[src/rtl/serial_key_lock_pkg.sv]
package serial_key_lock_pkg;
  typedef enum logic [1:0] {
    ST_MATCH = 2'd0,
    ST_WRONG = 2'd1,
    ST_OPEN  = 2'd2,
    ST_FAIL  = 2'd3
  } lock_state_e;
endpackage

[src/rtl/lock_press_edge.sv]
module lock_press_edge (
  input  logic clk,
  input  logic rst_n,
  input  logic level,
  output logic pulse
);
  logic level_d;

  always_ff @(posedge clk or negedge rst_n) begin
    if (!rst_n) level_d <= 1'b0;
    else        level_d <= level;
  end

  assign pulse = level & ~level_d;
endmodule

[src/rtl/lock_seq_fsm.sv]
module lock_seq_fsm
  import serial_key_lock_pkg::*;
#(
  parameter int KEY_LEN = 3
) (
  input  logic               clk,
  input  logic               rst_n,
  input  logic               restart,
  input  logic               press,
  input  logic               key_bit,
  input  logic [KEY_LEN-1:0] combo,
  output lock_state_e        state_nx_o,
  output logic               upd_o
);
  localparam int IDX_W = (KEY_LEN > 1) ? $clog2(KEY_LEN) : 1;
  localparam logic [IDX_W-1:0] LAST_IDX = IDX_W'(KEY_LEN - 1);

  lock_state_e       state_q, state_nx;
  logic [IDX_W-1:0]  idx_q, idx_nx;
  logic [KEY_LEN-1:0] hit_vec;
  logic              hit, last, upd;

  for (genvar i = 0; i < KEY_LEN; i++) begin : g_cmp
    assign hit_vec[i] = (combo[i] == key_bit);
  end

  assign hit  = hit_vec[idx_q];
  assign last = (idx_q == LAST_IDX);
  assign upd  = restart | press;

  always_comb begin
    state_nx = state_q;
    idx_nx   = idx_q;
    if (restart) begin
      state_nx = ST_MATCH;
      idx_nx   = '0;
    end else if (press) begin
      unique case (state_q)
        ST_MATCH: begin
          if (last) state_nx = hit ? ST_OPEN : ST_FAIL;
          else begin
            state_nx = hit ? ST_MATCH : ST_WRONG;
            idx_nx   = idx_q + 1'b1;
          end
        end
        ST_WRONG: begin
          if (last) state_nx = ST_FAIL;
          else      idx_nx   = idx_q + 1'b1;
        end
        default: ;
      endcase
    end
  end

  always_ff @(posedge clk or negedge rst_n) begin
    if (!rst_n) begin
      state_q <= ST_MATCH;
      idx_q   <= '0;
    end else if (upd) begin
      state_q <= state_nx;
      idx_q   <= idx_nx;
    end
  end

  assign state_nx_o = state_nx;
  assign upd_o      = upd;
endmodule

[src/rtl/lock_out_reg.sv]
module lock_out_reg
  import serial_key_lock_pkg::*;
(
  input  logic        clk,
  input  logic        rst_n,
  input  logic        en,
  input  lock_state_e state_nx,
  output logic        unlock,
  output logic        error
);
  always_ff @(posedge clk or negedge rst_n) begin
    if (!rst_n) begin
      unlock <= 1'b0;
      error  <= 1'b0;
    end else if (en) begin
      unlock <= (state_nx == ST_OPEN);
      error  <= (state_nx == ST_FAIL);
    end
  end
endmodule

[src/rtl/serial_key_lock.sv]
module serial_key_lock
  import serial_key_lock_pkg::*;
#(
  parameter int KEY_LEN = 3
) (
  input  logic               clk,
  input  logic               rst_n,
  input  logic               restart,
  input  logic               enter,
  input  logic               key_bit,
  input  logic [KEY_LEN-1:0] combo,
  output logic               unlock,
  output logic               error
);
  logic        press;
  logic        upd;
  lock_state_e state_nx;

  lock_press_edge u_edge (
    .clk   (clk),
    .rst_n (rst_n),
    .level (enter),
    .pulse (press)
  );

  lock_seq_fsm #(.KEY_LEN(KEY_LEN)) u_fsm (
    .clk        (clk),
    .rst_n      (rst_n),
    .restart    (restart),
    .press      (press),
    .key_bit    (key_bit),
    .combo      (combo),
    .state_nx_o (state_nx),
    .upd_o      (upd)
  );

  lock_out_reg u_out (
    .clk      (clk),
    .rst_n    (rst_n),
    .en       (upd),
    .state_nx (state_nx),
    .unlock   (unlock),
    .error    (error)
  );
endmodule

[config.mk]
export PLATFORM = sky130hd
export DESIGN_NAME = serial_key_lock
export DESIGN_NICKNAME = d
export VERILOG_FILES = /design/src/rtl/serial_key_lock_pkg.sv /design/src/rtl/lock_press_edge.sv /design/src/rtl/lock_seq_fsm.sv /design/src/rtl/lock_out_reg.sv /design/src/rtl/serial_key_lock.sv
export SDC_FILE = /design/constraint.sdc
export NUM_CORES = 1
export LEC_CHECK = 0
export BUFFER_PORTS_ARGS = -buffer_cell sky130_fd_sc_hd__buf_2
export CORE_AREA = 2 2 39 41
export CTS_BUF_LIST = sky130_fd_sc_hd__clkbuf_4 sky130_fd_sc_hd__clkbuf_8
export CTS_CLUSTER_SIZE = 28
export DETAILED_ROUTE_END_ITERATION = 16
export DIE_AREA = 0 0 41 43
export PLACE_DENSITY_LB_ADDON = 0.1
export SYNTH_ARGS = -nofsm -noshare
export SYNTH_HDL_FRONTEND = slang
export SYNTH_SLANG_ARGS = --single-unit
[constraint.sdc]
create_clock -name clk -period 2.9 [get_ports clk]
set_input_delay 0.725 -clock clk [delete_from_list [all_inputs] [get_ports clk]]
set_output_delay 0.725 -clock clk [all_outputs]
set_load 0.1 [all_outputs]
Word level (Yosys, flattened, before mapping)
Index checks and enable logic that the tools add are counted.
{"block": "word_totals", "n_memories": 0, "elab_cells": 36, "ramBits": 0, "rom_bits": 0, "latchBits": 0, "ff_bits": 7, "in_bits": 8}
{"block": "op_classes", "add_sub_neg": 1, "multipliers": 0, "shifts": 0, "div_mod_pow": 0, "n_eq_ne": 8, "reduce_logical": 5, "order_cmp": 1, "mux": 13, "n_bitwise": 3}
{"cell": "2-bit 2-to-1 mux", "n": 8}
{"cell": "2-bit equality test, second input constant", "n": 3}
{"cell": "2-bit case mux with 2 select lines", "n": 1}
{"cell": "4-bit AND reduction", "n": 1}
{"cell": "2-bit nonzero test", "n": 2}
{"cell": "1-bit equality test", "n": 3}
{"cell": "2-bit by 3-bit < comparator with 1-bit output, second input constant", "n": 1}
{"cell": "1-bit 2-to-1 mux", "n": 3}
{"cell": "2-bit by 1-bit adder with 2-bit output, second input constant", "n": 1}
{"cell": "1-bit binary-select mux with 2-bit select", "n": 1}
{"cell": "2-bit by 1-bit equality test with 1-bit output, second input constant", "n": 1}
{"cell": "2-bit logical NOT", "n": 1}
{"cell": "2-bit != test, second input constant", "n": 1}
{"cell": "2-bit OR reduction", "n": 1}
{"cell": "1-bit AND", "n": 1}
{"cell": "1-bit NOT", "n": 1}
{"cell": "1-bit bitwise OR", "n": 1}

Longest topological paths before layout
Gate-level depths: netlist of the first run.
{"block": "logic_depth", "word_depth": 9, "depth_mapped": 6, "depth_no_buf": 6}

Modules after synthesis
Synthesis of the first run repeated with hierarchy kept, for this count alone.
{"block": "unflattened", "hier_cells": 34, "hier_area_um2": 361.6}
{"mod": "lock_seq_fsm", "cells_per_inst": 24, "seq_area_each_um2": 100.1, "area_each_um2": 242.7, "instances": 1}
{"mod": "lock_out_reg", "cells_per_inst": 8, "seq_area_each_um2": 50.0, "area_each_um2": 80.1, "instances": 1}
{"mod": "lock_press_edge", "cells_per_inst": 2, "seq_area_each_um2": 25.0, "area_each_um2": 38.8, "instances": 1}

Worst setup path before layout of the first run
No wires, ideal clock.
{"block": "synth_path", "path_kind": "register to output", "from": "reg u_out.error", "to": "out error", "required_time_ps": 2175, "stages_incl_launch_ff": 1, "slack_ps": 1277, "n_path_buf": 0, "t_arrival_ps": 898, "path_cell_list": "dfrtp_1"}
{"element": "from (decl)", "line": "lock_out_reg.sv:9", "rtl": "output logic error"}
{"element": "from (signal assigned)", "line": "lock_out_reg.sv:17", "rtl": "error <= (state_nx == ST_FAIL);"}
{"element": "to (decl)", "line": "serial_key_lock.sv:13", "rtl": "output logic error"}
No word-level cell between the ends.

Final worst setup path of the first run
{"block": "layout_path", "from": "reg u_out.unlock", "to": "out unlock"}
{"element": "from (decl)", "line": "lock_out_reg.sv:8", "rtl": "output logic unlock,"}
{"element": "from (signal assigned)", "line": "lock_out_reg.sv:16", "rtl": "unlock <= (state_nx == ST_OPEN);"}
{"element": "to (decl)", "line": "serial_key_lock.sv:12", "rtl": "output logic unlock,"}
No word-level cell between the ends.

==> flow_summary.toml, run 1 <==
[sta]
fmax_mhz = 574
setup_viol = 0
max_slew_margin = 0.678
finalMaxSlewViolations = 0
fin_crit_sh = 0.601
fin_ws_ns = 1.16
hold_viol = 0
finClkSkew_ns = 0.000589
period_needed_ns = 1.74
tns_ns = 0
rsz0062_at_grt = "no"
tightest_slew_ns = 0.486

[global_route]
grt.overflow.total = 0
grt_first_pass_wirelength_um = 1060
grt_max_degree = 8
grt_usage = 0.0980
antenna_found_initial = 0
grt_pass1_vias = 248

[pwr]
cellPowerDensity_mw_per_mm2 = 553
peakVddDrop_mv = 0.166
total_leakage_power_nw = 0.214

[layout]
fillerInstances = 152
drive_gt1_frac = 0.304
finish.utilization = 0.317
syn_to_final_growth_pct = 27.6
final_nets = 56
n_antenna_cell = 0

[synthesis]
ys_top_cells_by_area = "dfrtp_1 51%, xnor2_1 7.6%, a311oi_2 4.4%, inv_1 4.4%, nor2_1 4.4%"
yosysUniqueCellTypes = 18
yosys_warnings = 0
synth_top_area_frac = 0.509
syn_nets = 42
synth-edff-count = 0
ys_top_cells_by_count = "7 x dfrtp_1, 4 x inv_1, 4 x nor2_1"
synth_async_sr_flop_share = 1.00
synth_ff_type = "dfrtp_1"
syn_inst = 33
synth.most_common_cell = "dfrtp_1"
synth.avg_cell_area_um2 = 10.4
synth-seq-cells = 7
yosys.area.top_type = "dfrtp_1"
synth_area_um2 = 344
synth-seq-area-share = 0.509

[flow_run]
maxCapViolCount = 0

[setup_path]
crit_fanout = 2
crit_chain = "buf_2"
rr_startpoint = "u_fsm.idx_q[0]$_DFFE_PN0P_"
worst-r2r-setup-slack_ns = 1.47
cp.arrival_ns = 1.02
worstSetupStartpointType = "flip-flop"
r2r_end = "u_fsm.idx_q[1]$_DFFE_PN0P_"
reg2regPathDepth = 5
worstPathRequired_ns = 2.17
cpPeakStageDelay_ns = 0.42
path_class = "reg -> out"
slowest_stage = "buf_2"
critPathBufInv = 1
crit_family = "buffers and inverters"
worst_setup_path_end_kind = "output port"

[floorplanning]
start_util = 0.249
dieArea_mm2 = 0.00176
fp-row-count = 14
die_h_um = 43
ios = 10
core_area_mm2 = 0.00138
die_x_um = 41

[drt]
post_drt_wl_per_cell_um = 10.9
drcViolationCount = 0
routed-via-count = 282
wirelength_um = 675
drtIter0Drc = 6
drtPass1Iterations = 2
vias_per_cell = 4.55
ant_nets = 0

[clock_tree]
cts_inserted_buffers = 3
cts_setup_buffers = 0
cts_tree = "built"
root_buffer = "clkbuf_4"
cts_sinks = 7
clkLatencyLatePin_ns = 0.25
ctsResizeCount = 0
max-clock-path-buffers = 2
htreeDepth = 1
postCtsHoldBufs = 0
clk_pin_slew_ns = 0.05

[hold_path]
worst_hold_path_type = "in -> async"

[outcome]
status = "finished clean"

[placed_design]
pre_cts_ws_ns = 1.18
gp_congestion = 0.690
port-buffer-count = 9
[per-stage QoR]
stage / area (um2) / cells / hold WS, ns / power, mW
3_3_place_gp: 409 / 58 / 0.476 / 0.145
2_1_floorplan: 344 / 33 / 0.429 / 0.133
4_1_cts: 439 / 62 / 0.293 / 0.247
6_report: 439 / 62 / 0.295 / 0.243
3_5_place_dp: 409 / 58 / 0.479 / 0.146
5_1_grt: 439 / 62 / 0.300 / 0.255
[area by class of cell]
| type | instances | area, um2 | area share |
|---|---|---|---|
| timing repair buffer | 9 | 45.0 | 0.103 |
| sequential | 7 | 175 | 0.399 |
| clock buffer | 4 | 30.0 | 0.0684 |
| multi-input combinational | 22 | 154 | 0.350 |
| tap | 16 | 20.0 | 0.0456 |
| inverter | 4 | 15.0 | 0.0342 |
[routing by layer]
| metal | vias to the layer above | routed length (um) | track usage |
|---|---|---|---|
| met5 | - | 0 | 0 |
| met4 | 0 | 27 | 0.120 |
| met3 | 4 | 61 | 0.0314 |
| met2 | 12 | 267 | 0.103 |
| met1 | 122 | 318 | 0.131 |
| li1 | 144 | - | - |
[flip-flops by register name (all words and copies together) (netlist names)]
register,count
u_fsm.state_q,2
u_out.error,1
u_edge.level_d,1
u_fsm.idx_q,2
u_out.unlock,1
[cells by family (layout without fill, tap and decap cells)]
kind of cell	Yosys count	in the layout	share of synthesized area
AND/OR/NAND/NOR	9	9	0.120
AO/OA/AOI/OAI	8	8	0.185
flip-flops	7	7	0.509
buffers and inverters	4	17	0.0436
XOR/XNOR	3	3	0.0764
adder cells (fa/ha/maj)	1	1	0.0364
multiplexers	1	1	0.0291
[worst max path at each step]
stage / depth (start not counted) / from / end / slack (ns)
floorplan: 0 / u_out.error$_DFFE_PN0N_ / error / 1.28
global placement: 5 / key_bit / u_out.unlock$_DFFE_PN0N_ / 1.17
detailed placement: 5 / key_bit / u_out.unlock$_DFFE_PN0N_ / 1.18
CTS: 1 / u_out.unlock$_DFFE_PN0N_ / unlock / 1.14
global route: 1 / u_out.unlock$_DFFE_PN0N_ / unlock / 1.12
finish: 1 / u_out.unlock$_DFFE_PN0N_ / unlock / 1.16
[power by group]
part	switching, mW	leakage (nW)	internal (mW)	total, mW
clock	0.0376	0.0184	0.0620	0.0996
sequential	0.00510	0.0936	0.103	0.108
combinational	0.0207	0.102	0.0146	0.0352
[placed cells by master, fill, tap and decap left out]
| master | n |
|---|---|
| a211oi_1 | 1 |
| a31o_1 | 1 |
| a31oi_1 | 1 |
| a21oi_1 | 1 |
| nor2_1 | 4 |
| inv_1 | 4 |
| a311oi_2 | 1 |
| nand2b_1 | 1 |
| ha_1 | 1 |
| nor3_1 | 2 |
| mux2i_1 | 1 |
| nand2_1 | 1 |
| xnor2_1 | 3 |
| dfrtp_1 | 7 |
| buf_2 | 9 |
| o211ai_1 | 1 |
| o21ai_1 | 1 |
| clkbuf_4 | 4 |
| a32oi_1 | 1 |
| and3_1 | 1 |
Power figures use the tool's default switching activity.
==> inputs of run 2 (changes only) <==
==> constraint.sdc (replaced) <==
create_clock -name clk -period 1.77 [get_ports clk]
set_input_delay 0.4425 -clock clk [delete_from_list [all_inputs] [get_ports clk]]
set_output_delay 0.4425 -clock clk [all_outputs]
set_load 0.1 [all_outputs]
==> flow_summary.toml, run 2 (synthesized netlist as in run 1, its figures left out) <==
[outcome]
status = "finished clean"

[sta]
rsz0062_at_grt = "no"
tns_ns = 0
fmax_mhz = 688
tightest_slew_ns = 0.485
finClkSkew_ns = 0.000735
period_needed_ns = 1.45
max_slew_margin = 0.679
hold_viol = 0
setup_viol = 0
fin_crit_sh = 0.821
timing.hold.ws_ns = 0.0133
finalMaxSlewViolations = 0

[setup_path]
crit_family = "buffers and inverters"
crit_fanout = 2
crit_chain = "buf_2"
slowest_stage = "buf_2"
critPathBufInv = 1
worst-r2r-setup-slack_ns = 0.35
cp.arrival_ns = 1.01
worst_setup_path_end_kind = "output port"
worstSetupStartpointType = "flip-flop"
path_class = "reg -> out"
worstPathRequired_ns = 1.33
cpPeakStageDelay_ns = 0.42

[flow_run]
maxCapViolCount = 0

[clock_tree]
cts_setup_buffers = 0
postCtsHoldBufs = 0
max-clock-path-buffers = 2
root_buffer = "clkbuf_4"
clk_pin_slew_ns = 0.05
cts_sinks = 7
ctsResizeCount = 0
cts_inserted_buffers = 3
clkLatencyLatePin_ns = 0.25
cts_tree = "built"
htreeDepth = 1

[floorplanning]
start_util = 0.249
fp-row-count = 14
die_h_um = 43
core_area_mm2 = 0.00138
die_x_um = 41
dieArea_mm2 = 0.00176
ios = 10

[drt]
drtPass1Iterations = 4
post_drt_wl_per_cell_um = 10.2
routed-via-count = 275
drcViolationCount = 0
drtIter0Drc = 4
ant_nets = 0
vias_per_cell = 4.44
wirelength_um = 632

[global_route]
grt_usage = 0.0979
grt_pass1_vias = 249
grt_max_degree = 8
grt.overflow.total = 0
antenna_found_initial = 0
grt_first_pass_wirelength_um = 1100

[layout]
syn_to_final_growth_pct = 27.6
fin_cells = 62
final_area_um2 = 439
final_nets = 56
layout_common_cells = "9 x buf_2, 7 x dfrtp_1, 4 x inv_1, 4 x nor2_1, 4 x clkbuf_4"
final-seq-area_um2 = 175
multi_input_area_um2 = 154
top_regs = "u_fsm.idx_q (2), u_fsm.state_q (2)"
n_antenna_cell = 0
drive_gt1_frac = 0.304
finish.utilization = 0.317
fillerInstances = 148
final_common_cell = "buf_2"

[placed_design]
hpwl_um = 503
gp_congestion = 0.698
dp.cells = 58
port-buffer-count = 9
placedInstanceArea_um2 = 409

[pwr]
combPwrFrac = 0.148
p_switching_uw = 101
cellPowerDensity_mw_per_mm2 = 901
power_frac_clock = 0.406
share_seq_of_total_power = 0.447
total_leakage_power_nw = 0.214
peakVddDrop_mv = 0.327
sw_frac_of_total = 0.256
intPower_uw = 294

[hold_path]
worst_hold_path_type = "in -> async"
==> run 2: cell counts in the layout (fill, tap and decap cells not counted) <==
Identical to the previous run, type by type.
==> run 2: worst paths after layout <==
path | start | end | cells after the start
worst min register to register | u_fsm.state_q[0]$_DFFE_PN0N_ | u_out.error$_DFFE_PN0N_ | 2
worst max register to register | u_fsm.idx_q[0]$_DFFE_PN0P_ | u_fsm.idx_q[1]$_DFFE_PN0P_ | 5
max in group asynchronous | rst_n | u_out.error$_DFFE_PN0N_ | 1
worst max-delay path | u_out.error$_DFFE_PN0N_ | error | 1
min in group clk | enter | u_edge.level_d$_DFF_PN0_ | 1
worst min-delay path | rst_n | u_edge.level_d$_DFF_PN0_ | 1
==> run 2: final cells by class <==
| class | count | share of cell area |
|---|---|---|
| sequential | 7 | 0.399 |
| tap | 16 | 0.0456 |
| multi-input combinational | 22 | 0.350 |
| timing repair buffer | 9 | 0.103 |
| clock buffer | 4 | 0.0684 |
| inverter | 4 | 0.0342 |
==> run 2: metrics by stage <==
stage               setup slack, ns  power [mW]
finish                        0.317       0.396
global route                  0.207       0.420
CTS                           0.310       0.399
detailed placement            0.320       0.238
global placement              0.344       0.237
floorplan                     0.430       0.217
==> run 2: metal layers <==
layer	GRT usage	routed length (um)
met1	0.134	310
met2	0.109	227
met3	0.0314	65
met4	0.100	29
met5	0	0
==> run 2: power groups by stage <==
stage,Clock [mW],Combinational [mW],Sequential (mW)
2_1_floorplan,0,0.0325,0.185
3_3_place_gp,0,0.0577,0.180
3_5_place_dp,0,0.0589,0.180
4_1_cts,0.163,0.0591,0.177
5_1_grt,0.175,0.0665,0.178
6_report,0.161,0.0584,0.177
==> inputs of run 3 (changes only) <==
==> constraint.sdc (replaced) <==
create_clock -name clk -period 1.5 [get_ports clk]
set_input_delay 0.375 -clock clk [delete_from_list [all_inputs] [get_ports clk]]
set_output_delay 0.375 -clock clk [all_outputs]
set_load 0.1 [all_outputs]
==> flow_summary.toml, run 3 (synthesized netlist as in run 1, its figures left out) <==
[drt]
drcViolationCount = 0
drtIter0Drc = 2
wirelength_um = 649
vias_per_cell = 4.44
routed-via-count = 280
post_drt_wl_per_cell_um = 10.3
ant_nets = 0
drtPass1Iterations = 4

[placed_design]
pre_cts_ws_ns = 0.0718
gp_congestion = 0.681
dp.cells = 58
port-buffer-count = 9
placedInstanceArea_um2 = 409

[clock_tree]
clk_pin_slew_ns = 0.05
root_buffer = "clkbuf_4"
htreeDepth = 1
max-clock-path-buffers = 2
cts_sinks = 7
clkLatencyLatePin_ns = 0.25
cts_tree = "built"
cts_inserted_buffers = 3
cts_setup_buffers = 0

[sta]
rsz0062_at_grt = "no"
hold_viol = 0
fin_crit_sh = 0.926
finClkSkew_ns = 0.00396
finalMaxSlewViolations = 0
timing.hold.ws_ns = 0.275
tns_ns = 0
period_needed_ns = 1.39
fin_ws_ns = 0.111
setup_viol = 0
max_slew_margin = 0.679
fmax_mhz = 720
tightest_slew_ns = 0.485

[global_route]
grt.overflow.total = 0
grt_pass1_vias = 278
grt_first_pass_wirelength_um = 1160
antenna_found_initial = 0
grt_usage = 0.101
grt_max_degree = 8

[setup_path]
crit_family = "buffers and inverters"
path_class = "reg -> out"
rr_startpoint = "u_fsm.idx_q[0]$_DFFE_PN0P_"
worstSetupStartpointType = "flip-flop"
slowest_stage = "buf_2"
worstPathRequired_ns = 1.12
crit_fanout = 2
crit_chain = "buf_2"
reg2regPathDepth = 5
worst-r2r-setup-slack_ns = 0.16
cp.arrival_ns = 1.01
critPathBufInv = 1
worst_setup_path_end_kind = "output port"
r2r_end = "u_fsm.idx_q[1]$_DFFE_PN0P_"
cpPeakStageDelay_ns = 0.43

[layout]
fin_cells = 63
n_antenna_cell = 0
final_area_um2 = 454
final_common_cell = "buf_2"
final_nets = 57
top_regs = "u_fsm.idx_q (2), u_fsm.state_q (2)"
syn_to_final_growth_pct = 32.0
finish.utilization = 0.328
drive_gt1_frac = 0.319
layout_common_cells = "9 x buf_2, 7 x dfrtp_1, 4 x inv_1, 4 x nor2_1, 4 x clkbuf_4"

[pwr]
peakVddDrop_mv = 0.438
total_leakage_power_nw = 0.222
power_uw = 465
cellPowerDensity_mw_per_mm2 = 1020

[floorplanning]
fp-row-count = 14
die_h_um = 43
ios = 10
die_x_um = 41
core_area_mm2 = 0.00138
dieArea_mm2 = 0.00176
start_util = 0.249

[hold_path]
hold_start = "enter"
min_to = "u_edge.level_d$_DFF_PN0_"
hold_depth = 1
worst_hold_path_type = "in -> reg"

[outcome]
status = "finished clean"

[flow_run]
maxCapViolCount = 0
-- run 3: changes by cell type in the layout (fill, tap and decap cells not counted) --
cell / before / now
nor3_2: 0 / 1
dlygate4sd3_1: 0 / 1
nor3_1: 2 / 1
-- run 3: cell type report --
type | count | area (um2)
Inverter | 4 | 15.0
Fill cell | 158 | 930
Sequential cell | 7 | 175
Clock buffer | 4 | 30.0
Multi-Input combinational cell | 22 | 159
Tap cell | 16 | 20.0
Timing Repair Buffer | 10 | 55.1
-- run 3: worst max path at each step --
stage / start / end / slack, ns / cells past startpoint
6_report: u_out.error$_DFFE_PN0N_ / error / 0.11 / 1
2_1_floorplan: u_out.unlock$_DFFE_PN0N_ / u_out.unlock$_DFFE_PN0N_ / 0.17 / 2
4_1_cts: u_fsm.idx_q[0]$_DFFE_PN0P_ / u_fsm.idx_q[1]$_DFFE_PN0P_ / 0.05 / 5
3_5_place_dp: u_fsm.idx_q[0]$_DFFE_PN0P_ / u_fsm.idx_q[1]$_DFFE_PN0P_ / 0.07 / 5
3_3_place_gp: u_fsm.idx_q[0]$_DFFE_PN0P_ / u_fsm.idx_q[1]$_DFFE_PN0P_ / 0.09 / 5
5_1_grt: u_fsm.idx_q[0]$_DFFE_PN0P_ / u_fsm.idx_q[1]$_DFFE_PN0P_ / 0.002 / 5
-- run 3: routing by layer --
layer,up-vias,routed length (um),GRT usage
li1,145,-,-
met1,123,295,0.126
met2,12,301,0.128
met3,0,53,0.0314
met4,0,0,0.100
met5,-,0,0
-- run 3: where the power goes --
part / total (mW) / switching [mW] / internal (mW) / leakage, nW
clock: 0.184 / 0.0651 / 0.119 / 0.0184
sequential: 0.209 / 0.00922 / 0.199 / 0.0936
combinational: 0.0720 / 0.0415 / 0.0306 / 0.110
total: 0.465 / 0.116 / 0.349 / 0.222
-- run 3: repair_timing --
| item | CTS | global route |
|---|---|---|
| endpoints found under the hold margin | 7 | 0 |
| hold buffers | 1 | 0 |
| endpoints found under the setup margin | 0 | 2 |
| resized for setup | 0 | 1 |
